## config.mk

```make
export PLATFORM = sky130hd
export DESIGN_NAME = cmd_mailbox
export DESIGN_NICKNAME = d
export VERILOG_FILES = /design/src/rtl/mbx_pkg.sv /design/src/rtl/mbx_byte_latch.sv /design/src/rtl/mbx_nmi_gen.sv /design/src/rtl/mbx_snd_decode.sv /design/src/rtl/cmd_mailbox.sv
export SDC_FILE = /design/constraint.sdc
export NUM_CORES = 1
export LEC_CHECK = 0
export BUFFER_PORTS_ARGS = -buffer_cell sky130_fd_sc_hd__buf_2
export CORE_ASPECT_RATIO = 0.9
export CORE_MARGIN = 10
export CORE_UTILIZATION = 41
export DETAILED_ROUTE_END_ITERATION = 12
export GPL_ROUTABILITY_DRIVEN = 1
export PLACE_DENSITY = 0.82
export SYNTH_ARGS = -nofsm -noshare
export SYNTH_HDL_FRONTEND = slang
export SYNTH_SLANG_ARGS = --single-unit
```

## constraint.sdc

```tcl
create_clock -name clk -period 1 [get_ports clk]
set_input_delay 0.1 -clock clk [delete_from_list [all_inputs] [get_ports clk]]
set_output_delay 0.1 -clock clk [all_outputs]
set_load 0.02 [all_outputs]
```

## src/rtl/mbx_pkg.sv

```systemverilog
// Package: shared types for the command mailbox.
// Assumes: nothing beyond a standard SystemVerilog compiler.
package mbx_pkg;
    // Interrupt request behaviour toward the sound processor.
    typedef enum logic {
        NMI_PULSE = 1'b0,   // one-cycle pulse for each command write
        NMI_LEVEL = 1'b1    // held until the command is fetched
    } nmi_mode_e;
endpackage

```

## src/rtl/mbx_byte_latch.sv

```systemverilog
// Module: mbx_byte_latch
// Holds one data byte and a "full" flag. A load captures the data and sets
// the flag. A consume clears the flag. If load and consume arrive in the
// same cycle, the load wins.
// Assumes: load and consume are single-cycle strobes synchronous to clk.
module mbx_byte_latch #(
    parameter int DATA_W = 8
) (
    input  logic              clk,
    input  logic              rst_n,
    input  logic              load,
    input  logic              consume,
    input  logic [DATA_W-1:0] data_in,
    output logic [DATA_W-1:0] data_q,
    output logic              full
);
    // Data register: capture on load; the last load wins.
    always_ff @(posedge clk) begin
        if (!rst_n)
            data_q <= '0;
        else if (load)
            data_q <= data_in;
    end

    // Flag register: set on load, clear on consume, set has priority.
    always_ff @(posedge clk) begin
        if (!rst_n)
            full <= 1'b0;
        else if (load)
            full <= 1'b1;
        else if (consume)
            full <= 1'b0;
    end

    // every load captures the newest byte and marks the latch full
    assert_load_captures_R9: assert property (@(posedge clk) disable iff (!rst_n)
        load |=> (data_q == $past(data_in)) && full);

    // when load and consume coincide, the flag stays set
    assert_set_priority_R10: assert property (@(posedge clk) disable iff (!rst_n)
        (load && consume) |=> full);

    // a lone consume clears the flag
    assert_consume_clears_R8: assert property (@(posedge clk) disable iff (!rst_n)
        (consume && !load) |=> !full);

    // with no load, the data byte holds its value
    assert_hold_R11: assert property (@(posedge clk) disable iff (!rst_n)
        !load |=> $stable(data_q));
endmodule

```

## src/rtl/mbx_nmi_gen.sv

```systemverilog
// Module: mbx_nmi_gen
// Produces the interrupt request toward the sound processor, in one of two
// variants chosen at build time:
//   - pulse: high for one cycle after each trigger;
//   - level: high from a trigger until an acknowledge.
// Assumes: trigger and ack are single-cycle strobes; in level mode a
// trigger overrides an ack that arrives in the same cycle.
module mbx_nmi_gen
    import mbx_pkg::*;
#(
    parameter nmi_mode_e MODE = NMI_PULSE
) (
    input  logic clk,
    input  logic rst_n,
    input  logic trigger,
    input  logic ack,
    output logic nmi
);
    logic nmi_q;

    generate
        if (MODE == NMI_PULSE) begin : g_pulse
            // Pulse register: echoes the trigger strobe one cycle later.
            always_ff @(posedge clk) begin
                if (!rst_n)
                    nmi_q <= 1'b0;
                else
                    nmi_q <= trigger;
            end

            // a trigger gives a request on the next cycle
            assert_pulse_high_R3: assert property (@(posedge clk) disable iff (!rst_n)
                trigger |=> nmi);
            // with no trigger, the request is low on the next cycle
            assert_pulse_low_R3: assert property (@(posedge clk) disable iff (!rst_n)
                !trigger |=> !nmi);
        end else begin : g_level
            // Level register: set by trigger, cleared by acknowledge.
            always_ff @(posedge clk) begin
                if (!rst_n)
                    nmi_q <= 1'b0;
                else if (trigger)
                    nmi_q <= 1'b1;
                else if (ack)
                    nmi_q <= 1'b0;
            end

            // a trigger raises the level
            assert_level_set_R4: assert property (@(posedge clk) disable iff (!rst_n)
                trigger |=> nmi);
            // a lone acknowledge drops the level
            assert_level_clear_R4: assert property (@(posedge clk) disable iff (!rst_n)
                (ack && !trigger) |=> !nmi);
            // with neither strobe, the level holds
            assert_level_hold_R7: assert property (@(posedge clk) disable iff (!rst_n)
                (!ack && !trigger) |=> $stable(nmi));
        end
    endgenerate

    assign nmi = nmi_q;
endmodule

```

## src/rtl/mbx_snd_decode.sv

```systemverilog
// Module: mbx_snd_decode
// Decodes the sound processor's I/O strobes into two events: a command
// fetch and a reply store. It also selects the sound-side read data.
// Assumes: the port numbers are distinct, and an unmapped port reads zero.
module mbx_snd_decode #(
    parameter int              ADDR_W     = 8,
    parameter int              DATA_W     = 8,
    parameter logic [ADDR_W-1:0] CMD_PORT   = 'h00,
    parameter logic [ADDR_W-1:0] REPLY_PORT = 'h0C
) (
    input  logic [ADDR_W-1:0] io_addr,
    input  logic              io_rd,
    input  logic              io_wr,
    input  logic [DATA_W-1:0] cmd_byte,
    output logic              cmd_fetch,
    output logic              reply_store,
    output logic [DATA_W-1:0] io_rdata
);
    logic hit_cmd;
    logic hit_reply;

    // Port match: compare the address against both mailbox ports.
    always_comb begin
        hit_cmd   = (io_addr == CMD_PORT);
        hit_reply = (io_addr == REPLY_PORT);
    end

    // Event decode: qualify the port matches with the strobes.
    always_comb begin
        cmd_fetch   = io_rd && hit_cmd;
        reply_store = io_wr && hit_reply;
    end

    // Read mux: the command byte appears only at the command port.
    always_comb begin
        io_rdata = hit_cmd ? cmd_byte : '0;
    end

    // Configuration check: both ports must differ.
    initial begin
        assert_ports_distinct_R2: assert (CMD_PORT != REPLY_PORT);
    end
endmodule

```

## src/rtl/cmd_mailbox.sv

```systemverilog
// Module: cmd_mailbox
// Byte-wide mailbox between a main processor and a sound processor.
// Command path: a main-side write stores a command byte and triggers the
// interrupt request. Reply path: a sound-side write to the reply port stores
// a byte that the main side reads at its single location.
// Assumes: both sides run on clk with single-cycle strobes.
module cmd_mailbox
    import mbx_pkg::*;
#(
    parameter int                DATA_W     = 8,
    parameter int                ADDR_W     = 8,
    parameter logic [ADDR_W-1:0] CMD_PORT   = 'h00,
    parameter logic [ADDR_W-1:0] REPLY_PORT = 'h0C,
    parameter nmi_mode_e         NMI_MODE   = NMI_PULSE
) (
    input  logic              clk,
    input  logic              rst_n,
    input  logic              host_wr,
    input  logic              host_rd,
    input  logic [DATA_W-1:0] host_wdata,
    output logic [DATA_W-1:0] host_rdata,
    output logic              cmd_pending,
    output logic              reply_valid,
    input  logic              snd_rd,
    input  logic              snd_wr,
    input  logic [ADDR_W-1:0] snd_addr,
    input  logic [DATA_W-1:0] snd_wdata,
    output logic [DATA_W-1:0] snd_rdata,
    output logic              snd_nmi
);
    logic              cmd_fetch;
    logic              reply_store;
    logic [DATA_W-1:0] cmd_byte;

    // Sound-side decode of the port strobes and read data.
    mbx_snd_decode #(
        .ADDR_W     (ADDR_W),
        .DATA_W     (DATA_W),
        .CMD_PORT   (CMD_PORT),
        .REPLY_PORT (REPLY_PORT)
    ) u_decode (
        .io_addr     (snd_addr),
        .io_rd       (snd_rd),
        .io_wr       (snd_wr),
        .cmd_byte    (cmd_byte),
        .cmd_fetch   (cmd_fetch),
        .reply_store (reply_store),
        .io_rdata    (snd_rdata)
    );

    // Command latch: loaded by the main side, consumed by the sound side.
    mbx_byte_latch #(.DATA_W(DATA_W)) u_cmd (
        .clk     (clk),
        .rst_n   (rst_n),
        .load    (host_wr),
        .consume (cmd_fetch),
        .data_in (host_wdata),
        .data_q  (cmd_byte),
        .full    (cmd_pending)
    );

    // Reply latch: loaded by the sound side, consumed by the main side.
    mbx_byte_latch #(.DATA_W(DATA_W)) u_reply (
        .clk     (clk),
        .rst_n   (rst_n),
        .load    (reply_store),
        .consume (host_rd),
        .data_in (snd_wdata),
        .data_q  (host_rdata),
        .full    (reply_valid)
    );

    // Interrupt request: triggered only by command writes.
    mbx_nmi_gen #(.MODE(NMI_MODE)) u_nmi (
        .clk     (clk),
        .rst_n   (rst_n),
        .trigger (host_wr),
        .ack     (cmd_fetch),
        .nmi     (snd_nmi)
    );

    // every rising edge of the request follows a command write
    assert_nmi_from_cmd_R5: assert property (@(posedge clk) disable iff (!rst_n)
        $rose(snd_nmi) |-> $past(host_wr));

    // the main-side read data changes only through a reply store
    assert_reply_only_R6: assert property (@(posedge clk) disable iff (!rst_n)
        !reply_store |=> $stable(host_rdata));

    // a command write is visible as pending on the next cycle
    assert_cmd_pending_R2: assert property (@(posedge clk) disable iff (!rst_n)
        host_wr |=> cmd_pending);
endmodule

```

Yosys cells after proc, flatten, opt, wreduce, memory -nomap -nowiden. Cells that the tools add are included.

Reduce and logical (&&, ||, !) cells: 5. Multiplexer cells: 5. Equality and inequality tests: 1.

Operators with widths (number): $eq A8 B4 Y1 const B (1); $logic_not A8 Y1 (1); $mux W8 (1); $mux W1 (4); $reduce_bool A2 Y1 (2); $logic_and A1 B1 Y1 (2).

Register bits after elaboration: 19.

Longest topological paths before layout. Gate-level depths: netlist of run 1.

Depth after elaboration: 4. Mapped depth: 4. Mapped depth without buffers: 3.

Modules after synthesis. Synthesis of run 1 repeated with hierarchy kept, for this count alone.

Cells, all modules: 82. Area, all modules: 883.3 µm².

Modules (own cells, without submodules): mbx_byte_latch (cells an instance 28, times used 2, seq. area each 180.2 µm², area an instance 335.3 µm²); mbx_snd_decode (cells an instance 24, times used 1, seq. area each 0.0 µm², area an instance 186.4 µm²); mbx_nmi_gen (cells an instance 2, times used 1, seq. area each 20.0 µm², area an instance 26.3 µm²).

Worst setup path before layout of run 1. No wires, ideal clock.

Path kind: input port to output port. Start: input snd_addr[1]. End: output snd_rdata[0]. Arrival: 0.896 ns. Setup slack: 0.004 ns. Cell stages on the path: 4. Path through: nor4_4 and3_1 buf_4 and2_1.

Longest elaborated chain between the ends: 2.

Ends and longest elaborated chain: start, declared (line cmd_mailbox.sv:26) `input logic [ADDR_W-1:0] snd_addr,`; $logic_not A8 Y1 (line mbx_snd_decode.sv:24) `hit_cmd = (io_addr == CMD_PORT);`; $mux W8 (line mbx_snd_decode.sv:36) `io_rdata = hit_cmd ? cmd_byte : '0;`; end, declared (line cmd_mailbox.sv:28) `output logic [DATA_W-1:0] snd_rdata,`.

No other way between the ends.

Worst setup path in the final report of run 1.
Start: input snd_addr[6]. End: output snd_rdata[4].

Same word-level chain as after synthesis.

==> key figures, run 1 <==
Timing
  • Tcrit/Tclk final: 115%
  • Final setup violating endpoints: 8
  • Slew at the pin closest to its max-slew limit: 272 ps
  • Clock Skew: 0 ps
  • Worst Slack Setup Final: -151 ps
  • Final count of hold timing violations: 0
  • Setup TNS: -1150 ps
  • F_max: 869 MHz
  • RSZ-0062 raised after global routing: yes
  • Final slew viol count: 0
  • Min Tclk post-route: roughly 1200 ps
  • Relative slew slack: approximately 82%

Pwr
  • Final Power: 1.36 mW
  • Max VDD drop: 676 µV
  • Pleak: 0.659 nW
  • Comb pwr share: 12.9%
  • Power Dens Cells: 1100 nW/µm²
  • Clock share of power: 28.9%
  • Switching Power: around 330 µW
  • Sw Share: between 20% and 30%
  • Reg power frac: 58.2%
  • Internal Power: 1.03 mW

Setup path
  • Reg2Reg Depth: 2
  • Worst setup EP type: output pin
  • Crit Path Class: input pin to output pin
  • Worst path max stage delay: 320 ps
  • R2r endpoint: u_cmd.full
  • CP Cell Sequence: buf_6, nor4_4, and3_4, and2_4, buf_6
  • CP max-delay cell: nor4_4
  • Cell family with most CP delay: simple AND/OR/NAND/NOR gates
  • Critical Path Stages: 5
  • Buf/Inv on CP: 2
  • Most used cell, CP: buf_6
  • Max FO, Critical Path: 5
  • Arrival @ worst endpoint: approximately 1100 ps
  • Reg-to-reg setup timing slack: ~360 ps
  • CP Launch Point: snd_addr[6]
  • CP startpoint kind: input pin
  • Crit path to: snd_rdata[4]
  • CP Data Required Time: ~900 ps
  • Reg-to-reg startpoint: u_cmd.full

Clock tree
  • Clock H-tree levels: 1
  • CTS Buf Count: 3
  • Worst-case clock buffer depth: 2
  • Clock transition at path regs: 110 ps
  • Clock Tree Root: clkbuf_4
  • Clk sinks: 19
  • Latest clock arrival within the worst-skew pair: around 290 ps
  • CTS tree: yes

Floorplanning
  • Die ar.: ~4200 µm²
  • Area of the core: 1910 µm²
  • Starting density of the core: 43.0%
  • FP Rows: 15
  • Ports: 49
  • Die Y-Extent: approximately 63 µm
  • Die Width: around 67 µm

Placed design
  • HPWL Detailed: 1750 µm
  • IO Port Bufs: 48
  • Routability congestion estimate: 0.754

GRT
  • Gr busiest metal: met2
  • Vias in the first global route: ~860
  • Global-route usage over all layers: 11.0%
  • Largest net degree at the start of global routing: 14
  • GR Util met2: 18.4%
  • Met3 Resource Use GR: approximately 5.6%
  • Initial antenna violation count: 0
  • First-pass GRT wire length: around 3700 µm
  • Met1 usage: 11.6%
  • Gr ovfl total: 0

Drt
  • TritonRoute pass-1 iters: 4
  • Via count: roughly 760
  • DRC: 0
  • Iteration-0 DRC Markers: 36
  • Detailed Route WL: 2330 µm
  • Post-DR vias/cell: 4.64
  • Post-route ant nets: 0
  • Drt wl/cell: ~14 µm

Run status
  • Violated checks: negative setup slack
  • Outcome: finished, violations left

Synthesis
  • Post-synth top area cell: dfxtp_1
  • Synth top area cells: dfxtp_1, mux2i_1, nand2_1
  • Syn Nets: roughly 120
  • Synth cell types: 18
  • Avg Cell Area, Syn: 9.69 µm²
  • Cells after Synth: 85
  • Yosys synthesis warning count: 0
  • Sequential area share after synthesis: between 40% and 50%
  • Mapped Area: 823 µm²
  • Post-synth top area share: 46.2%
  • FF+latch count, synth: 19

Flow run
  • Max_cap viols: 0

Finish
  • Final nets: between 150 and 200
  • Area growth syn-to-layout: 50.5%
  • Share of layout cells above drive strength 1: 49.3%
  • Diode count: 0
  • Layout Utilization: 64.7%

Worst hold path
  • Hold Crit Class: input pin to flip-flop
[layout by cell type (no fill, tap or decap), drive strengths merged]
master,instances
a31oi,1
nor4,1
and3,3
o21ai,1
nand2b,1
mux2i,16
dfxtp,19
nor2,2
nor2b,8
buf,53
dlygate4sd3,1
a21boi,1
nand2,16
clkbuf,4
and2,9
nand3,1
inv,1
[flip-flops by register name, summed over array words and instances, names as in the netlist]
signal / cells
u_cmd.data_q: 8
u_reply.data_q: 8
u_cmd.full: 1
u_nmi.nmi: 1
u_reply.full: 1
[timing repair]
action / 4_1_cts / 5_1_grt
cloned: 1 / 0
hold buffers: 1 / 0
resized for setup: 28 / 2
setup buffers: 1 / 0
endpoints found under the setup margin: 8 / 9
hold endpoints to repair: 1 / 0
pin swaps: 8 / 1
[kinds of logic after synthesis]
group,synth area share [%]
compound gates,2.28
simple gates,27.2
buf+inv,4.86
flops,46.2
mux,19.5
[area by class of cell]
cell class | count | area [µm²]
fillers | 181 | 676
multi-input cells | 60 | 447
flip-flops and latches | 19 | 380
repair buffers | 54 | 350
well taps | 25 | 31.3
clock buffers | 4 | 26.3
inverters | 1 | 3.75
[stage by stage]
step	std cells	setup slack (ps)	hold WS, ps	cell area [µm²]
floorplan	85	4.03	207	823
global placement	156	-236	295	1090
detailed placement	156	-269	319	1090
CTS	163	-159	34.8	1230
global route	163	-196	30.3	1240
finish	163	-151	33.3	1240
[synthesized netlist by cell type (all sizes together)]
cell / number
dfxtp: 19
mux2i: 16
nand2: 16
and2: 9
nor2b: 8
buf: 4
and3: 2
clkbuf: 2
nor2: 2
a21boi: 1
a31oi: 1
inv: 1
nand2b: 1
nand3: 1
nor4: 1
o21ai: 1
[worst register-to-register path: cells and delay by family (launching register included)]
family	cells	cell delay (ps)
compound gates	2	210
flops	1	320
[power groups by stage]
stage                     Combinational (mW)  Clock, mW  Sequential, mW
final                                  0.176      0.394           0.793
after global routing                   0.196      0.435           0.797
after CTS                              0.175      0.403           0.792
after detailed placement               0.163          0           0.808
after global placement                 0.156          0           0.807
after floorplan                       0.0728          0           0.813
[worst min-delay path by stage]
stage,to,from,cells past startpoint
floorplan,u_cmd.full,snd_rd,1
global placement,u_cmd.full,snd_rd,2
detailed placement,u_cmd.full,snd_rd,2
CTS,u_reply.data_q[6],snd_wdata[6],3
global route,u_reply.data_q[3],snd_wdata[3],3
finish,u_reply.data_q[2],snd_wdata[2],3
[per-layer routing]
| metal | part of all wire [%] | vias to the layer above |
|---|---|---|
| met3 | 14 | 2 |
| li1 | - | 384 |
| met2 | 47 | 32 |
| met4 | 0.73 | 0 |
| met5 | 0 | - |
| met1 | 38 | 338 |
No activity file was read; power rests on OpenSTA's default activity.
==> inputs of run 2 (changes only) <==
CORE_UTILIZATION = 43   (was 41)
PLACE_DENSITY = 0.84   (was 0.82)
SYNTH_HIERARCHICAL = 1   (was not set)
==> key figures, run 2 <==
Run status
  • Outcome: finished, violations left
  • Violated checks: negative setup slack

Placed design
  • Inst Count DP: 155 (-0.64%)
  • Routability congestion estimate: 0.708 (-6.1%)
  • IO Port Bufs: 48 (unchanged)
  • HPWL Detailed: 1870 µm (+7.3%)

Timing
  • F_max: 738 MHz (-15%)
  • Slew at the pin closest to its max-slew limit: 265 ps (-7.06 ps)
  • Final setup violating endpoints: 18 (+10)
  • Clock Skew: 0 ps (unchanged)
  • Tcrit/Tclk final: 135% (+20 points)
  • Final count of hold timing violations: 0 (unchanged)
  • Final slew viol count: 0 (unchanged)
  • RSZ-0062 raised after global routing: yes
  • Hold slack: 61.5 ps (+28.2 ps)
  • Worst Slack Setup Final: -355 ps (-204 ps)
  • Min Tclk post-route: 1350 ps (+204 ps)
  • Relative slew slack: 82.3% (+0.61 points)

Setup path
  • Crit Path Class: input pin to output pin
  • Most used cell, CP: buf_6
  • Worst setup EP type: output pin
  • CP startpoint kind: input pin
  • CP Cell Sequence: buf_6, or4_4, buf_12, nor3_4, buf_6
  • Max FO, Critical Path: 9 (+4)
  • Worst path max stage delay: 570 ps (+250 ps)
  • CP Data Required Time: 900 ps (about the same)
  • CP max-delay cell: or4_4
  • Arrival @ worst endpoint: 1250 ps (+200 ps)

Synthesis
  • Yosys synthesis warning count: 6 (+6)
  • Async S/R FF share, synth: 0% (unchanged)
  • Top cell types by occurrence after synthesis: dfxtp_1, nor2b_1, mux2i_1, inv_1, nor3_2
  • Syn Nets: 112 (-2.6%)
  • FF+latch count, synth: 19 (unchanged)
  • EDFF count, synth: 0 (unchanged)
  • Most frequent cell after synthesis: dfxtp_1
  • Post-synth top area share: 43.1% (-3.1 points)
  • Cells after Synth: 82 (-3.5%)
  • Sequential area share after synthesis: 43.1% (-3.1 points)
  • Post-synth top area cell: dfxtp_1
  • Synth cell types: 13 (-5)
  • Synth top area cells: dfxtp_1, mux2i_1, nor2b_1
  • Mapped Area: 883 µm² (+7.3%)
  • Avg Cell Area, Syn: 10.8 µm² (+11%)
  • Post-synth top flop: dfxtp_1

Pwr
  • Pleak: 0.593 nW (-10%)
  • Max VDD drop: 843 µV (+25%)
  • Power Dens Cells: 1060 nW/µm² (-3.6%)

Drt
  • Drt wl/cell: 15.0 µm (+5.4%)
  • Iteration-0 DRC Markers: 9 (-75%)
  • Detailed Route WL: 2410 µm (+3.4%)
  • DRC: 0 (unchanged)
  • Post-route ant nets: 0 (unchanged)
  • TritonRoute pass-1 iters: 2 (-2)
  • Via count: 754 (-0.26%)
  • Post-DR vias/cell: 4.71 (+1.6%)

Finish
  • Diode count: 0 (unchanged)
  • Final Non-Filler Cells: 160 (-1.8%)
  • Share of layout cells above drive strength 1: 51.9% (+2.6 points)
  • Area growth syn-to-layout: 44.5%
  • Commonest non-fill, non-tap cell in the layout: buf_2
  • Top flop regs: u_cmd/data_q x8, u_reply/data_q x8
  • Final nets: 166 (-1.8%)
  • Most frequent cells in the layout: buf_2, nor2b_1, dfxtp_1, mux2i_1, inv_1
  • Layout fillers: 158 (-13%)

Flow run
  • Max_cap viols: 0 (unchanged)

GRT
  • Initial antenna violation count: 0 (unchanged)
  • Gr ovfl total: 0 (unchanged)
  • Largest net degree at the start of global routing: 20 (+6)
  • First-pass GRT wire length: 3410 µm (-8.4%)
  • Global-route usage over all layers: 10.5% (-0.49 points)
  • Vias in the first global route: 734 (-15%)

Worst hold path
  • Hold Crit Class: input pin to flip-flop

Clock tree
  • CTS tree: yes
  • Clock H-tree levels: 1 (unchanged)
  • Clock transition at path regs: 110 ps (about the same)
  • Latest clock arrival within the worst-skew pair: 290 ps (about the same)
  • CTS Buf Count: 3 (unchanged)
  • Clk sinks: 19 (unchanged)
  • Worst-case clock buffer depth: 2 (unchanged)
  • Clock Tree Root: clkbuf_4

Floorplanning
  • Die ar.: 4270 µm² (+1.6%)
  • Starting density of the core: 45.7% (+2.7 points)
  • FP Rows: 15 (unchanged)
  • Die Y-Extent: 63 µm (+0.78%)
  • Area of the core: 1930 µm² (+0.98%)
  • Ports: 49 (unchanged)
  • Die Width: 67.8 µm (+0.80%)
==> run 2: cell types whose count changed after synthesis, moves of 8 or more <==
cell,previous run,this run
nor2b_1,8,18
and2_1,9,1
inv_1,1,9
nor3_2,0,9
nand2_1,16,0
==> run 2: logic make-up (layout without fill, tap and decap cells) <==
family / after synthesis / in the layout / synth area share, %
flops: 19 / 19 / 43.1
simple gates: 32 / 32 / 28.6
mux: 16 / 16 / 18.1
buf+inv: 13 / 66 / 8.50
compound gates: 2 / 2 / 1.70
==> run 2: cell type report <==
cell class	instances	area, µm²	share of cell area [%]
Multi-Input combinational cell	50	463	36.3
Sequential cell	19	382	29.9
Timing Repair Buffer	53	340	26.7
Inverter	9	33.8	2.65
Tap cell	25	31.3	2.45
Clock buffer	4	26.3	2.06
==> run 2: critical path: cells and delay by family <==
kind,cells,cell delay [ps]
buffers and inverters,3,410
AND/OR/NAND/NOR,2,740
==> run 2: repair_timing <==
| action | 4_1_cts | 5_1_grt |
|---|---|---|
| endpoints found under the setup margin | 18 | 18 |
| cloned | 1 | 0 |
| resized for setup | 13 | 9 |
| hold buffers | 0 | 0 |
| buffers inserted | 0 | 1 |
| pin swaps | 0 | 1 |
==> run 2: worst paths after layout <==
kind,from,depth (start not counted),slack [ps],end
setup / recovery,snd_addr[1],5,-350,snd_rdata[5]
hold / removal,host_wdata[1],3,60,u_cmd/data_q[1]
setup reg to reg,u_cmd/full,2,290,u_cmd/full
hold reg to reg,u_reply/data_q[6],2,530,u_reply/data_q[6]
==> run 2: routing by layer <==
metal	global-route usage (%)	wire length [µm]	up-vias
met5	0	0	-
met4	6.03	56	0
met3	3.58	152	4
met2	19.4	1390	20
met1	9.26	808	352
li1	-	-	378
==> run 2: through the flow <==
step | util, % | area, µm² | setup TNS (ps) | total power [mW] | setup WS, ps
4_1_cts | 64.9 | 1250 | -5300 | 1.36 | -345
2_1_floorplan | - | 893 | -5740 | 0.897 | -444
5_1_grt | 66.0 | 1280 | -5210 | 1.42 | -390
3_5_place_dp | 60.1 | 1160 | -8070 | 0.978 | -553
6_report | 66.0 | 1280 | -4810 | 1.35 | -355
3_3_place_gp | 60.1 | 1160 | -7480 | 0.970 | -477
==> run 2: report_power, final <==
group,internal (mW),total [mW],switching [mW]
logic,0.0940,0.180,0.0860
clock network,0.155,0.382,0.227
registers,0.781,0.791,0.0106
==> inputs of run 3 (changes only) <==
clock period = 1.3 ns   (was 1 ns; I/O delays follow)
==> key figures, run 3 (synthesis gave the netlist of run 2 again) <==
Run status
  • Outcome: finished, violations left
  • Violated checks: negative setup slack

Setup path
  • Arrival @ worst endpoint: 1270 ps (+20 ps)
  • Reg2Reg Depth: 2 (unchanged)
  • Crit Path Class: input pin to output pin
  • Worst setup EP type: output pin
  • CP startpoint kind: input pin
  • CP Data Required Time: 1170 ps (+270 ps)
  • Worst path max stage delay: 550 ps (-20 ps)
  • Buf/Inv on CP: 3 (unchanged)
  • Critical Path Stages: 5 (unchanged)
  • Max FO, Critical Path: 9 (unchanged)
  • CP max-delay cell: or4_4
  • Cell family with most CP delay: simple AND/OR/NAND/NOR gates
  • CP Cell Sequence: buf_6, or4_4, buf_12, nor3_2, buf_4

Floorplanning
  • Die Width: 67.8 µm (unchanged)
  • Area of the core: 1930 µm² (unchanged)
  • Die ar.: 4270 µm² (unchanged)
  • Ports: 49 (unchanged)
  • Die Y-Extent: 63 µm (unchanged)
  • Starting density of the core: 45.7% (unchanged)
  • FP Rows: 15 (unchanged)

Timing
  • Min Tclk post-route: 1400 ps
  • Final count of hold timing violations: 0 (unchanged)
  • Tcrit/Tclk final: 108%
  • Worst Slack Setup Final: -99.4 ps (+256 ps)
  • Setup TNS: -831 ps (+3980 ps)
  • Final setup violating endpoints: 16 (-2)
  • Final slew viol count: 0 (unchanged)
  • Slew at the pin closest to its max-slew limit: 266 ps (+1.53 ps)
  • Relative slew slack: 82.2% (-0.10 points)
  • Clock Skew: 0 ps (unchanged)
  • F_max: about 710 MHz
  • RSZ-0062 raised after global routing: yes

Pwr
  • Power Dens Cells: 826 nW/µm² (-22%)
  • Max VDD drop: 698 µV (-17%)
  • Final Power: 1.03 mW (-24%)
  • Pleak: 0.577 nW (-2.6%)

Drt
  • Via count: 745 (-1.2%)
  • Iteration-0 DRC Markers: 6 (-3)
  • Detailed Route WL: 2160 µm (-10%)
  • DRC: 0 (unchanged)
  • Drt wl/cell: 13.5 µm (-10%)
  • TritonRoute pass-1 iters: 2 (unchanged)
  • Post-route ant nets: 0 (unchanged)
  • Post-DR vias/cell: 4.66 (-1.2%)

Placed design
  • Routability congestion estimate: 0.770 (+8.7%)
  • Inst Count DP: 155 (unchanged)
  • DP Worst Slack: -237 ps (+316 ps)
  • IO Port Bufs: 48 (unchanged)
  • HPWL Detailed: 1790 µm (-4.7%)

Finish
  • Diode count: 0 (unchanged)
  • Reg area: 380 µm² (-0.33%)
  • Footprint of the multi-input gates: 440 µm² (-4.9%)
  • Commonest non-fill, non-tap cell in the layout: buf_2
  • Final Non-Filler Cells: 160 (unchanged)
  • Most frequent cells in the layout: buf_2, dfxtp_1, nor2b_1, mux2i_1
  • Layout Utilization: 64.7% (-1.4 points)
  • Final nets: 166 (unchanged)
  • Top flop regs: u_cmd/data_q x8, u_reply/data_q x8
  • Area growth syn-to-layout: 41.5%
  • Layout fillers: 176 (+11%)
  • Share of layout cells above drive strength 1: 50.4% (-1.5 points)

Clock tree
  • Clock H-tree levels: 1 (unchanged)
  • Clock Tree Root: clkbuf_4
  • CTS Buf Count: 3 (unchanged)
  • Clock transition at path regs: 100 ps (about the same)
  • CTS tree: yes
  • Clk sinks: 19 (unchanged)
  • Worst-case clock buffer depth: 2 (unchanged)
  • CTS Hold Bufs: 0 (unchanged)
  • Latest clock arrival within the worst-skew pair: 290 ps (about the same)

GRT
  • First-pass GRT wire length: 3570 µm (+4.7%)
  • Vias in the first global route: 788 (+7.4%)
  • Largest net degree at the start of global routing: 20 (unchanged)
  • Initial antenna violation count: 0 (unchanged)
  • Gr ovfl total: 0 (unchanged)
  • Global-route usage over all layers: 10.5% (+0.060 points)

Worst hold path
  • WHS Path Cells: 3 (unchanged)
  • Hold Crit Class: input pin to flip-flop

Flow run
  • Max_cap viols: 0 (unchanged)
-- run 3: worst reg2reg max path: stages, from the launching register on --
cell     delay [ps]
dfxtp_1         320
nor2b_1         120
o21a_1          160
-- run 3: power breakdown --
part | switching (mW) | internal (mW) | total (mW)
Combinational | 0.0607 | 0.0726 | 0.133
Sequential | 0.00842 | 0.601 | 0.609
Clock | 0.175 | 0.114 | 0.290
Total | 0.244 | 0.788 | 1.03
-- run 3: per-layer routing --
layer	share of wire (%)	GRT usage (%)
met3	7.4	2.87
met5	0	0
met2	57	19.5
met1	33	10.0
met4	2.1	5.28
-- run 3: stage by stage --
stage	hold WS (ps)	instance area [µm²]
2_1_floorplan	248	893
3_3_place_gp	385	1160
3_5_place_dp	395	1160
4_1_cts	80.0	1220
5_1_grt	78.9	1250
6_report	85.4	1250
-- run 3: cell type report --
class / count / share of cell area [%]
multi-input cells: 50 / 35.2
flip-flops and latches: 19 / 30.4
repair buffers: 53 / 26.9
inverters: 9 / 2.70
well taps: 25 / 2.50
clock buffers: 3 / 1.80
clock inverters: 1 / 0.400
-- run 3: path summary, 6_finish.rpt --
path / slack (ps) / end / startpoint
max: -100 / snd_rdata[0] / snd_addr[4]
min: 90 / u_reply/data_q[2] / snd_wdata[2]
max reg2reg: 600 / u_reply/full / u_reply/full
min reg2reg: 530 / u_cmd/data_q[1] / u_cmd/data_q[1]
-- run 3: repair_timing --
action                                  in CTS  in global routing
pin swaps                                    0                  1
resized for setup                           10                  5
buffers inserted                             0                  1
endpoints found under the setup margin       8                  8
